===== src/rtl/adc_conv_ctrl_pkg.sv =====
package adc_conv_ctrl_pkg;
    typedef enum logic [2:0] {
        ST_IDLE    = 3'd0,
        ST_ARM     = 3'd1,
        ST_CONVERT = 3'd2,
        ST_READ    = 3'd3,
        ST_DONE    = 3'd4
    } ctrl_state_t;
endpackage


===== src/rtl/adc_hold_timer.sv =====
module adc_hold_timer #(
    parameter int CONV_CYCLES = 4
) (
    input  logic clk,
    input  logic rst_n,
    input  logic load,
    output logic expired
);
    localparam int TW = (CONV_CYCLES > 1) ? $clog2(CONV_CYCLES) : 1;
    localparam logic [TW-1:0] LOAD_VAL = TW'(CONV_CYCLES - 1);

    logic [TW-1:0] remain;

    always_ff @(posedge clk) begin
        if (!rst_n) begin
            remain <= '0;
        end else if (load) begin
            remain <= LOAD_VAL;
        end else if (remain != '0) begin
            remain <= remain - 1'b1;
        end
    end

    assign expired = (remain == '0);
endmodule


===== src/rtl/adc_sck_gen.sv =====
module adc_sck_gen #(
    parameter int SCK_HALF = 1,
    parameter int NBITS    = 12
) (
    input  logic clk,
    input  logic rst_n,
    input  logic run,
    output logic sck,
    output logic sample_tick,
    output logic last_tick
);
    localparam int DW = (2 * SCK_HALF > 1) ? $clog2(2 * SCK_HALF) : 1;
    localparam int BW = (NBITS > 1) ? $clog2(NBITS) : 1;
    localparam logic [DW-1:0] HALF_M1 = DW'(SCK_HALF - 1);
    localparam logic [DW-1:0] HALF    = DW'(SCK_HALF);
    localparam logic [DW-1:0] FULL_M1 = DW'(2 * SCK_HALF - 1);
    localparam logic [BW-1:0] LAST_B  = BW'(NBITS - 1);

    logic [DW-1:0] phase;
    logic [BW-1:0] bit_idx;
    logic          wrap;

    assign wrap = (phase == FULL_M1);

    always_ff @(posedge clk) begin
        if (!rst_n || !run) begin
            phase   <= '0;
            bit_idx <= '0;
        end else if (wrap) begin
            phase   <= '0;
            bit_idx <= bit_idx + 1'b1;
        end else begin
            phase <= phase + 1'b1;
        end
    end

    assign sck         = run && (phase >= HALF);
    assign sample_tick = run && (phase == HALF_M1);
    assign last_tick   = run && wrap && (bit_idx == LAST_B);

    // the pulse counter never passes the last bit of the word
    a_r4_bit_range: assert property (@(posedge clk) disable iff (!rst_n)
        run |-> (bit_idx <= LAST_B));
endmodule


===== src/rtl/adc_shift_in.sv =====
module adc_shift_in #(
    parameter int W = 12
) (
    input  logic         clk,
    input  logic         rst_n,
    input  logic         shift_en,
    input  logic         din,
    output logic [W-1:0] dout
);
    always_ff @(posedge clk) begin
        if (!rst_n) begin
            dout <= '0;
        end else if (shift_en) begin
            dout <= {dout[W-2:0], din};
        end
    end
endmodule


===== src/rtl/adc_conv_ctrl.sv =====
module adc_conv_ctrl
    import adc_conv_ctrl_pkg::*;
#(
    parameter int CONV_CYCLES = 4,
    parameter int SCK_HALF    = 1,
    parameter int DATA_W      = 12,
    parameter bit IDLE_HIGH   = 1'b0
) (
    input  logic              clk,
    input  logic              rst_n,
    input  logic              start,
    input  logic              sdo,
    output logic              busy,
    output logic              conv,
    output logic              sck,
    output logic [DATA_W-1:0] data,
    output logic              valid
);
    localparam int CW = $clog2(CONV_CYCLES + 2);
    localparam logic [CW-1:0] HOLD_MAX = CW'(CONV_CYCLES);

    ctrl_state_t state, state_nx;
    logic timer_load, timer_done;
    logic reading, sample_tick, last_tick;

    adc_hold_timer #(.CONV_CYCLES(CONV_CYCLES)) u_timer (
        .clk(clk), .rst_n(rst_n), .load(timer_load), .expired(timer_done)
    );

    adc_sck_gen #(.SCK_HALF(SCK_HALF), .NBITS(DATA_W)) u_sck (
        .clk(clk), .rst_n(rst_n), .run(reading), .sck(sck),
        .sample_tick(sample_tick), .last_tick(last_tick)
    );

    adc_shift_in #(.W(DATA_W)) u_shift (
        .clk(clk), .rst_n(rst_n), .shift_en(sample_tick), .din(sdo), .dout(data)
    );

    always_comb begin
        state_nx = state;
        unique case (state)
            ST_IDLE:    if (start) state_nx = ST_ARM;
            ST_ARM:     state_nx = ST_CONVERT;
            ST_CONVERT: if (timer_done) state_nx = ST_READ;
            ST_READ:    if (last_tick) state_nx = ST_DONE;
            ST_DONE:    state_nx = ST_IDLE;
            default:    state_nx = ST_IDLE;
        endcase
    end

    always_ff @(posedge clk) begin
        if (!rst_n) state <= ST_IDLE;
        else        state <= state_nx;
    end

    always_comb begin
        busy       = 1'b1;
        conv       = 1'b0;
        valid      = 1'b0;
        timer_load = 1'b0;
        reading    = 1'b0;
        unique case (state)
            ST_IDLE: begin
                busy = 1'b0;
                conv = IDLE_HIGH;
            end
            ST_ARM:     timer_load = 1'b1;
            ST_CONVERT: conv = 1'b1;
            ST_READ:    reading = 1'b1;
            ST_DONE:    valid = 1'b1;
            default:    busy = 1'b0;
        endcase
    end

    // checker counter: length of the current convert-high run inside a busy cycle
    logic [CW-1:0] hold_run;
    always_ff @(posedge clk) begin
        if (!rst_n || !(busy && conv)) hold_run <= '0;
        else if (hold_run != '1)       hold_run <= hold_run + 1'b1;
    end

    // convert line never held longer than the hold time during a cycle
    a_r3_hold_limit: assert property (@(posedge clk) disable iff (!rst_n)
        (busy && conv) |-> (hold_run < HOLD_MAX));
    // valid lasts one cycle
    a_r6_valid_single: assert property (@(posedge clk) disable iff (!rst_n)
        valid |=> !valid);
    // the first busy cycle has the convert line low
    a_r2_arm_low: assert property (@(posedge clk) disable iff (!rst_n)
        $rose(busy) |-> !conv);
    // busy cannot end before the result strobe, whatever start does
    a_r7_busy_holds: assert property (@(posedge clk) disable iff (!rst_n)
        (busy && !valid) |=> busy);
    // serial clock idles low
    a_r4_sck_idle: assert property (@(posedge clk) disable iff (!rst_n)
        !busy |-> !sck);
endmodule


===== config.mk =====
export PLATFORM = sky130hd
export DESIGN_NAME = adc_conv_ctrl
export DESIGN_NICKNAME = d
export VERILOG_FILES = /design/src/rtl/adc_conv_ctrl_pkg.sv /design/src/rtl/adc_hold_timer.sv /design/src/rtl/adc_sck_gen.sv /design/src/rtl/adc_shift_in.sv /design/src/rtl/adc_conv_ctrl.sv
export SDC_FILE = /design/constraint.sdc
export NUM_CORES = 1
export LEC_CHECK = 0
export ABC_CLOCK_PERIOD_IN_PS = 1200
export BUFFER_PORTS_ARGS = -buffer_cell sky130_fd_sc_hd__buf_2
export CORE_UTILIZATION = 56
export CTS_BUF_LIST = sky130_fd_sc_hd__clkbuf_4
export DETAILED_ROUTE_END_ITERATION = 7
export PLACE_DENSITY = 0.92
export SYNTH_ARGS = -nofsm -noshare
export SYNTH_HDL_FRONTEND = slang
export SYNTH_SLANG_ARGS = --single-unit

===== constraint.sdc =====
create_clock -name clk -period 1.2 [get_ports clk]
set_input_delay 0.24 -clock clk [delete_from_list [all_inputs] [get_ports clk]]
set_output_delay 0.24 -clock clk [all_outputs]
set_load 0.02 [all_outputs]

==> impl_metrics.py <==
metrics = {
    "detailed_routing": {
        "drt-wirelength-per-cell_um": 11.93,
        "drt.antenna.violating_nets": 0,
        "drtPass1Iterations": 4,
        "routed-via-count": 760,
        "drt_iter0_markers": 13,
        "viasPerCell": 5.000,
        "wl_mm": 1.813,
        "drc": 0,
    },
    "global_route": {
        "grt_overflow": 0,
        "grt_use_total_pct": 19.31,
        "grt_pass1_vias": 689,
        "grt_max_degree": 26,
        "antenna_found_initial": 0,
        "grt_pass1_wl_mm": 2.808,
    },
    "worst_hold_path": {
        "hold_class": "input pin to register",
        "holdPathStages": 3,
    },
    "timing": {
        "tightest_slew_ps": 249.7,
        "finalClockSkew_ps": 4.961,
        "fin_crit_sh_pct": 112.2,
        "final-max-slew-violation-count": 0,
        "setup_tns_ps": -468.5,
        "min_period_ps": 1347,
        "setup_slack_ps": -146.6,
        "rsz0062_at_grt": "true",
        "slew_headroom_pct": 83.32,
        "hold_violations": 0,
        "setup_viol": 4,
        "fmax_ghz": 0.7426,
    },
    "finish": {
        "utilization_pct": 72.54,
        "synthToLayoutAreaGrowth_pct": 22.07,
        "nNetsFinal": 135,
        "fin_cells": 152,
        "drive_gt1_share_pct": 44.88,
        "diodes": 0,
    },
    "synth": {
        "yosysWarnings": 0,
        "syn-mean-instance-area_um2": 9.679,
        "async_flop_share_pct": 0,
        "synth_cell_types": 27,
        "ys_ff_latch": 22,
        "seq_area_frac_synth_pct": 42.93,
        "synth_area_mm2": 0.001026,
        "synth_nets": 112,
        "syn_inst": 106,
        "ys.flop_type": "dfxtp_1",
        "synth_edf_count": 0,
    },
    "setup_path": {
        "path_buf_inv": 1,
        "reg2reg_to": "u_timer.remain[0]",
        "crit_end": "sck",
        "crit_chain": "and4b_2 > buf_6",
        "crit_type": "register to output pin",
        "startpoint": "state[2]",
        "start_kind": "register",
        "reg2reg_depth": 5,
        "critPathMaxStageDelay_ps": 390,
        "arrival_ps": 1110,
        "critPathRequiredTime_ps": 960,
        "crit_fanout": 8,
        "endpoint_kind": "output pin",
        "r2r_start": "state[1]",
        "crit_family": "flip-flops",
        "reg2reg_slack_ps": 60,
        "path_depth": 2,
        "slowest_stage": "dfxtp_4",
    },
    "place": {
        "place_congestion": 0.7710,
        "dpl.cell_count": 146,
        "post-place-ws_ps": 59.63,
        "io_buffers": 19,
        "dp_hpwl_mm": 1.156,
    },
    "power_and_ir_drop": {
        "leakagePower_uw": 0.0005000,
        "powerDensity_mw_per_mm2": 1219,
        "ir_drop_mv": 0.7614,
    },
    "clocking": {
        "path_clk_slew_ps": 110,
        "htreeDepth": 1,
        "clkLatencyLatePin_ps": 300,
        "numCtsBuffers": 3,
        "cts_root_buffer": "clkbuf_4",
        "clock_sinks": 22,
        "clockBufferDepth": 2,
        "tritoncts": "done",
    },
    "die": {
        "initial_utilization_pct": 59.42,
        "die_h_um": 44.81,
        "die_area_mm2": 0.002007,
        "die_width_um": 44.81,
        "core_area_mm2": 0.001727,
        "io_pins": 20,
        "num_rows": 15,
    },
    "flow_run": {
        "maxCapViolCount": 0,
    },
    "outcome": {
        "status": "finished, violations left",
        "violations": "negative setup slack",
    },
}
[final cells by class]
type	count	area, µm²
Tap cell	25	31.28
Inverter	3	11.26
Multi-Input combinational cell	72	524.3
Sequential cell	22	451.7
Timing Repair Buffer	27	211.5
Fill cell	138	474.2
Clock buffer	3	22.52
[cells in the final DEF (no fill, tap or decap), types with 3 or more instances in the layout]
cell,n
dfxtp_1,19
nand2_1,15
buf_2,15
o21ai_2,12
nor2_1,9
buf_4,8
nand3_2,7
nand3_1,6
inv_1,3
clkbuf_4,3
dfxtp_4,3
[layer usage]
layer  global-route usage [%]  wire (µm)  up-vias
met1                    24.75        800      342
met4                    10.30         10        0
met3                    4.800         61        2
met5                        0          0        -
li1                         -          -      398
met2                    30.00        940       18
[worst min-delay path: stages]
cell,delay [ps]
buf_2,100
nand2_1,60
o21ai_2,50
[worst min path at each step]
| stage | from | end | slack, ps |
|---|---|---|---|
| detailed placement | u_shift.dout[11] | u_shift.dout[11] | 460 |
| floorplan | sdo | u_shift.dout[0] | 380 |
| finish | sdo | u_shift.dout[0] | 180 |
| CTS | sdo | u_shift.dout[0] | 180 |
| global placement | u_shift.dout[11] | u_shift.dout[11] | 450 |
| global route | sdo | u_shift.dout[0] | 190 |
[cell families (layout without fill, tap and decap cells)]
logic type / count (synthesis) / in the layout / share of synthesized area, %
adder cells (fa/ha/maj): 2 / 2 / 2.439
multiplexers: 2 / 2 / 1.951
XOR/XNOR: 5 / 5 / 4.269
buffers and inverters: 12 / 33 / 9.511
flip-flops: 22 / 22 / 42.93
AO/OA/AOI/OAI: 14 / 14 / 11.59
AND/OR/NAND/NOR: 49 / 49 / 27.32
[state kept, by name, indices dropped and copies added, names as in the netlist]
signal and flops:
u_sck.phase 1, u_timer.remain 2, u_sck.bit_idx 4, state 3, u_shift.dout 12
[per-stage QoR]
step,cell area [µm²],total power [µW],hold slack (ps)
2_1_floorplan,1031,1102,383.8
3_3_place_gp,1134,1147,454.0
3_5_place_dp,1134,1163,457.0
4_1_cts,1201,1505,183.1
5_1_grt,1252,1600,188.8
6_report,1252,1526,184.8
[cells in the mapped netlist (3+ instances only)]
| cell | instances | area (µm²) |
|---|---|---|
| dfxtp_1 | 22 | 440.4 |
| nand2_1 | 15 | 56.30 |
| o21ai_2 | 12 | 105.1 |
| nor2_1 | 10 | 37.54 |
| nand3_2 | 7 | 70.07 |
| nand3_1 | 6 | 30.03 |
| buf_2 | 3 | 15.01 |
| inv_1 | 3 | 11.26 |
| xnor2_1 | 3 | 26.28 |
[where the power goes]
part           internal (µW)  switching, µW
clock network            117            205
logic                    199            194
registers                777           34.6
total                   1090            433
[repair_timing]
action / 4_1_cts / 5_1_grt
cloned: 0 / 1
setup buffers: 2 / 0
hold buffers: 0 / 0
endpoints found under the setup margin: 4 / 10
pin swaps: 2 / 1
resized for setup: 12 / 4
No activity file was read; power rests on OpenSTA's default activity.
